`src/rtl/spi_sw_pkg.sv`:
```
package spi_sw_pkg;
  localparam int unsigned DEF_FRAME_W = 16;
  localparam int unsigned DEF_SYNC_N  = 2;

  typedef struct packed {
    logic rise;
    logic fall;
  } edge_t;

  function automatic edge_t edge_of(input logic now_v, input logic old_v);
    edge_t e;
    e.rise = now_v & ~old_v;
    e.fall = ~now_v & old_v;
    return e;
  endfunction
endpackage

```
`src/rtl/spi_sw_sync.sv`:
```
module spi_sw_sync #(
  parameter int unsigned W      = 3,
  parameter int unsigned STAGES = 2,
  parameter logic [W-1:0] RST_V = '0
) (
  input  logic         clk,
  input  logic         rst_n,
  input  logic [W-1:0] async_i,
  output logic [W-1:0] sync_o
);
  for (genvar b = 0; b < W; b++) begin : g_bit
    logic [STAGES-1:0] chain_q;
    always_ff @(posedge clk or negedge rst_n) begin
      if (!rst_n) chain_q <= {STAGES{RST_V[b]}};
      else        chain_q <= {chain_q[STAGES-2:0], async_i[b]};
    end
    assign sync_o[b] = chain_q[STAGES-1];
  end
endmodule

```
`src/rtl/spi_sw_rx.sv`:
```
module spi_sw_rx #(
  parameter int unsigned FRAME_W = 16
) (
  input  logic               clk,
  input  logic               rst_n,
  input  logic               start_i,
  input  logic               active_i,
  input  logic               bit_rise_i,
  input  logic               mosi_i,
  output logic [FRAME_W-1:0] word_o,
  output logic               word_ok_o
);
  localparam int unsigned CNT_W   = $clog2(FRAME_W + 2);
  localparam logic [CNT_W-1:0] FULL = CNT_W'(FRAME_W);
  localparam logic [CNT_W-1:0] OVER = CNT_W'(FRAME_W + 1);

  logic [FRAME_W-1:0] shift_q;
  logic [CNT_W-1:0]   cnt_q;

  always_ff @(posedge clk or negedge rst_n) begin
    if (!rst_n) begin
      shift_q <= '0;
      cnt_q   <= '0;
    end else if (start_i) begin
      cnt_q   <= '0;
    end else if (active_i && bit_rise_i) begin
      shift_q <= {shift_q[FRAME_W-2:0], mosi_i};
      if (cnt_q != OVER) cnt_q <= cnt_q + 1'b1;
    end
  end

  assign word_o    = shift_q;
  assign word_ok_o = (cnt_q == FULL);
endmodule

```
`src/rtl/spi_sw_tx.sv`:
```
module spi_sw_tx #(
  parameter int unsigned FRAME_W = 16
) (
  input  logic               clk,
  input  logic               rst_n,
  input  logic               load_i,
  input  logic               stop_i,
  input  logic               active_i,
  input  logic               bit_fall_i,
  input  logic [FRAME_W-1:0] snap_i,
  output logic               miso_o,
  output logic               oe_o
);
  logic [FRAME_W-1:0] shift_q;
  logic               oe_q;

  always_ff @(posedge clk or negedge rst_n) begin
    if (!rst_n) begin
      shift_q <= '0;
      oe_q    <= 1'b0;
    end else if (load_i) begin
      shift_q <= snap_i;
      oe_q    <= 1'b1;
    end else if (stop_i) begin
      oe_q    <= 1'b0;
    end else if (active_i && bit_fall_i) begin
      shift_q <= {shift_q[FRAME_W-2:0], 1'b0};
    end
  end

  assign miso_o = shift_q[FRAME_W-1];
  assign oe_o   = oe_q;
endmodule

```
`src/rtl/spi_sw_irq.sv`:
```
module spi_sw_irq #(
  parameter int unsigned SW_W = 14
) (
  input  logic            clk,
  input  logic            rst_n,
  input  logic            start_i,
  input  logic            stop_i,
  input  logic            active_i,
  input  logic [SW_W-1:0] sw_i,
  input  logic            mode_i,
  output logic [SW_W+1:0] snap_o,
  output logic            int_n_o
);
  logic [SW_W-1:0] ref_q;
  logic [SW_W-1:0] held_q;
  logic            pend_q;
  logic            differ;

  assign differ = (sw_i != ref_q);

  always_ff @(posedge clk or negedge rst_n) begin
    if (!rst_n) begin
      ref_q  <= '0;
      held_q <= '0;
      pend_q <= 1'b0;
    end else begin
      if (start_i) held_q <= sw_i;
      if (stop_i) begin
        ref_q  <= held_q;
        pend_q <= 1'b0;
      end else if (!active_i && differ) begin
        pend_q <= 1'b1;
      end
    end
  end

  assign snap_o  = {pend_q, mode_i, sw_i};
  assign int_n_o = ~pend_q;
endmodule

```
`src/rtl/spi_switch_slave.sv`:
```
module spi_switch_slave #(
  parameter int unsigned FRAME_W = spi_sw_pkg::DEF_FRAME_W,
  parameter int unsigned SYNC_N  = spi_sw_pkg::DEF_SYNC_N,
  localparam int unsigned SW_W   = FRAME_W - 2
) (
  input  logic               clk,
  input  logic               rst_n,
  input  logic               sclk_i,
  input  logic               csn_i,
  input  logic               mosi_i,
  input  logic [SW_W-1:0]    sw_closed_i,
  input  logic               mode_i,
  output logic               miso_o,
  output logic               miso_oe_o,
  output logic               int_n_o,
  output logic [FRAME_W-1:0] cmd_o
);
  import spi_sw_pkg::*;

  logic [2:0] pins_s;
  logic       sclk_s, csn_s, mosi_s;
  logic       sclk_d, csn_d;
  edge_t      sclk_e, cs_e;
  logic       cs_fall, cs_rise, sclk_rise, sclk_fall;
  logic       frame_active;
  logic [FRAME_W-1:0] rx_word, snap_word, cmd_q;
  logic       word_ok;

  spi_sw_sync #(.W(3), .STAGES(SYNC_N), .RST_V(3'b010)) u_sync (
    .clk    (clk),
    .rst_n  (rst_n),
    .async_i({mosi_i, csn_i, sclk_i}),
    .sync_o (pins_s)
  );
  assign sclk_s = pins_s[0];
  assign csn_s  = pins_s[1];
  assign mosi_s = pins_s[2];

  always_ff @(posedge clk or negedge rst_n) begin
    if (!rst_n) begin
      sclk_d <= 1'b0;
      csn_d  <= 1'b1;
    end else begin
      sclk_d <= sclk_s;
      csn_d  <= csn_s;
    end
  end

  assign sclk_e    = edge_of(sclk_s, sclk_d);
  assign cs_e      = edge_of(csn_s, csn_d);
  assign cs_fall   = cs_e.fall;
  assign cs_rise   = cs_e.rise;
  assign sclk_rise = sclk_e.rise;
  assign sclk_fall = sclk_e.fall;

  always_ff @(posedge clk or negedge rst_n) begin
    if (!rst_n)       frame_active <= 1'b0;
    else if (cs_fall) frame_active <= 1'b1;
    else if (cs_rise) frame_active <= 1'b0;
  end

  spi_sw_irq #(.SW_W(SW_W)) u_irq (
    .clk     (clk),
    .rst_n   (rst_n),
    .start_i (cs_fall),
    .stop_i  (cs_rise),
    .active_i(frame_active),
    .sw_i    (sw_closed_i),
    .mode_i  (mode_i),
    .snap_o  (snap_word),
    .int_n_o (int_n_o)
  );

  spi_sw_tx #(.FRAME_W(FRAME_W)) u_tx (
    .clk       (clk),
    .rst_n     (rst_n),
    .load_i    (cs_fall),
    .stop_i    (cs_rise),
    .active_i  (frame_active),
    .bit_fall_i(sclk_fall),
    .snap_i    (snap_word),
    .miso_o    (miso_o),
    .oe_o      (miso_oe_o)
  );

  spi_sw_rx #(.FRAME_W(FRAME_W)) u_rx (
    .clk       (clk),
    .rst_n     (rst_n),
    .start_i   (cs_fall),
    .active_i  (frame_active),
    .bit_rise_i(sclk_rise),
    .mosi_i    (mosi_s),
    .word_o    (rx_word),
    .word_ok_o (word_ok)
  );

  always_ff @(posedge clk or negedge rst_n) begin
    if (!rst_n)                           cmd_q <= '0;
    else if (cs_rise && frame_active && word_ok) cmd_q <= rx_word;
  end
  assign cmd_o = cmd_q;
endmodule

```
`config.mk`:
```
export PLATFORM = sky130hd
export DESIGN_NAME = spi_switch_slave
export DESIGN_NICKNAME = d
export VERILOG_FILES = /design/src/rtl/spi_sw_pkg.sv /design/src/rtl/spi_sw_sync.sv /design/src/rtl/spi_sw_rx.sv /design/src/rtl/spi_sw_tx.sv /design/src/rtl/spi_sw_irq.sv /design/src/rtl/spi_switch_slave.sv
export SDC_FILE = /design/constraint.sdc
export NUM_CORES = 1
export LEC_CHECK = 0
export BUFFER_PORTS_ARGS = -buffer_cell sky130_fd_sc_hd__clkbuf_2
export CAP_MARGIN = 15
export CORE_MARGIN = 5
export CORE_UTILIZATION = 43
export CTS_BUF_LIST = sky130_fd_sc_hd__clkbuf_8
export DETAILED_ROUTE_END_ITERATION = 8
export PLACE_DENSITY = 0.61
export SLEW_MARGIN = 20
export SYNTH_ARGS = -nofsm -noshare
export SYNTH_HDL_FRONTEND = slang
export SYNTH_SLANG_ARGS = --single-unit
```
`constraint.sdc`:
```
create_clock -name clk -period 2.03 [get_ports clk]
set_input_delay 0.406 -clock clk [delete_from_list [all_inputs] [get_ports clk]]
set_output_delay 0.406 -clock clk [all_outputs]
set_load 0.02 [all_outputs]
```
==> results by group <==
Timing
  – Setup ws final: roughly 0.29 ns
  – Max-slew headroom: 0.683
  – Fin crit period: 1.74 ns
  – Final setup viols: 0
  – Slew at the pin closest to its max-slew limit: around 0.48 ns
  – Unrepaired setup endpoints after global routing: false
  – Fmax achieved: ~580 MHz
  – Hold WS: between 0.07 and 0.08 ns
  – Setup TNS: 0 ns
  – Final max-slew violation count: 0
  – Clock Skew: 0.00997 ns
  – Tcrit/Tclk final: 0.855
  – Hold Violations, Final: 0

Clocking
  – Clock sink total: a little over 90
  – Clock transition at path regs: about 0.10 ns
  – Clock root buffer: clkbuf_8
  – Postcts setup bufs: 0
  – Max Root-Sink Buffers: 2
  – H-tree depth: 3
  – Clock tree from TritonCTS: yes
  – Total CTS buffers: 9
  – Post-CTS Hold Fix Bufs: 0
  – Clk_lat worst skew: around 0.36 ns
  – Post-CTS sizing: 0

GRT
  – All-Layer GR Usage: 0.131
  – First-pass GRT wire length: approximately 11000 µm
  – GRT overflow: 0
  – Initial antenna violation count: 0
  – Largest net degree at the start of global routing: between 90 and 100
  – Vias in the first global route: 2244

Logic synthesis
  – Main synth FF type: dfrtp_1
  – Synth top area share: 0.588
  – Adder and majority gate portion of the synthesized area: 0.0201
  – Yosys top cell by area: dfrtp_1
  – Post-Syn Area per Cell: between 10 and 15 µm²
  – Synthesized instance count: around 270
  – Synthesis-stage register bit count: a little over 90
  – Number of synthesized flops with an enable pin: 0
  – Mapped Nets: 294
  – Ys async rst share: 1.00
  – Synth warnings: 0
  – Top cells by count, synth: 88 x dfrtp_1, 59 x mux2_2, 21 x nor2_1
  – Seq/Total Area, Yosys: 0.609
  – Mux cell area share after synthesis: 0.220
  – Compound-Gate Fraction of Synth Area: 0.0324
  – Number of distinct library cells after synthesis: 27
  – Largest family of logic cells by synthesized area: multiplexers
  – XOR/XNOR Fraction of Synth Area: 0.0398
  – Simple-Gate Fraction of Synth Area: 0.0518
  – Most frequent cell after synthesis: dfrtp_1
  – Post-Syn Area: between 3000 and 4000 µm²
  – Largest cells by area after synthesis: dfrtp_1 59%, mux2_2 18%, mux2i_1 4.3%, xnor2_1 2.8%, a21oi_1 2.3%

Floorplanning
  – Die Span Y: 103 µm
  – I/O pin count: 39
  – Row cnt: 34
  – Starting Density: 0.436
  – Die X: ~100 µm
  – Die area: ~11000 µm²
  – Core Footprint: around 8600 µm²

Setup path
  – Critical Path AT: around 2 ns
  – Crit path required time: between 2 and 2.5 ns
  – Critical Path Sink Type: flip-flop
  – Setup CP Type: flip-flop to flip-flop
  – Crit Path Max Fanout: 16
  – Crit start category: flip-flop

Pwr
  – Power per Cell Area: slightly above 900 nW/µm²
  – Worst vdd ir: about 370 µV
  – Pleak: 1.98 nW

Route
  – Initial DRC Count: just over 80
  – Wire length per cell: about 14 µm
  – First drt pass iteration count: 4
  – Routed vias: 2088
  – Via/cell ratio: between 4 and 5
  – WL final: 6110 µm
  – Antenna viol nets, final: 0
  – DR DRC count: 0

Placed design
  – Port buffer count: 38
  – Post-Place Worst Slack: roughly 0.3 ns
  – Final HPWL DP: about 4100 µm
  – GP Congestion: roughly 0.73

Final layout
  – Final #Nets: 339
  – Ant diodes: 0
  – Layout cells sized above 1: 0.403
  – # fillers: roughly 780
  – Register Area: approximately 2300 µm²
  – Multi-input logic area: around 1400 µm²
  – Area grow syn2layout: 14.0%

Run
  – MaxCap Viol Count: 0

Worst hold path
  – Worst Hold Class: primary input to async pin

Outcome
  – Status: complete, no violations
==> stage by stage <==
| stage | util | total power, W | cells | instance area, µm² |
|---|---|---|---|---|
| 2_1_floorplan | - | 0.00259 | 268 | 3740 |
| 3_3_place_gp | 0.475 | 0.00274 | 410 | 4080 |
| 3_5_place_dp | 0.475 | 0.00277 | 410 | 4080 |
| 4_1_cts | 0.497 | 0.00395 | 426 | 4270 |
| 5_1_grt | 0.497 | 0.00412 | 426 | 4270 |
| 6_report | 0.497 | 0.00389 | 426 | 4270 |
==> power by group <==
group          internal (W)  switching, W
sequential          0.00206      0.000145
combinational      0.000278      0.000237
clock              0.000477      0.000700
total               0.00281       0.00108
==> worst paths after layout <==
| kind | slack (ns) | start | endpoint | cells after the start |
|---|---|---|---|---|
| worst max-delay path | 0.29 | u_sync.g_bit[1].chain_q[1] | cmd_o[12] | 5 |
| worst min-delay path | 0.07 | rst_n | u_irq.ref_q[7] | 2 |
| worst max register to register | 0.29 | u_sync.g_bit[1].chain_q[1] | cmd_o[12] | 5 |
| worst min register to register | 0.36 | u_sync.g_bit[1].chain_q[0] | u_sync.g_bit[1].chain_q[1] | 0 |
| max in group asynchronous | 1.59 | rst_n | u_sync.g_bit[1].chain_q[0] | 2 |
| min in group clk | 0.14 | csn_i | u_sync.g_bit[1].chain_q[0] | 1 |
==> routing by layer <==
layer	up-vias	wire [µm]	track usage
li1	1019	-	-
met1	1034	3010	0.183
met2	25	2740	0.190
met3	10	245	0.0449
met4	0	112	0.0448
met5	-	0	0
==> area by class of cell <==
class                      instances  area share
clock inverter                     7      0.0155
clock buffer                       9      0.0290
inverter                           9     0.00792
multi-input combinational        157       0.321
timing repair buffer              45      0.0604
sequential                        91       0.534
tap                              108      0.0317
==> worst max-delay path, stage by stage, from the launching register on <==
cell	delay [ns]
dfstp_2	0.57
ha_1	0.19
nand4_2	0.12
nor3_4	0.12
buf_4	0.25
mux2_2	0.37
==> registers in the layout, indices dropped and copies added, names as in the netlist, 5 cells and up <==
name,count
u_irq.held_q,14
cmd_o,16
u_rx.cnt_q,5
u_irq.ref_q,14
u_sync.g_bit.chain_q,6
u_tx.shift_q,16
u_rx.word_o,16
==> cell usage in the layout, fill, tap and decap left out, types with 3 or more instances in the layout <==
cell,netlist,routed
clkbuf_2,0,37
ha_1,6,5
xor2_1,5,5
nand3b_1,3,3
dfstp_2,3,3
nand4_1,3,3
buf_4,2,7
clkinv_4,0,3
o21ai_0,3,3
mux2i_1,16,16
clkbuf_8,0,9
a21oi_1,17,16
inv_1,9,9
xnor2_1,12,12
dfrtp_1,88,88
mux2_2,59,59
nor2_1,21,21
==> cells by family after synthesis <==
family	Yosys count
buffers and inverters	20
adder cells (fa/ha/maj)	6
AND/OR/NAND/NOR	36
flip-flops	91
AO/OA/AOI/OAI	23
XOR/XNOR	17
multiplexers	75
Power figures use the tool's default switching activity.
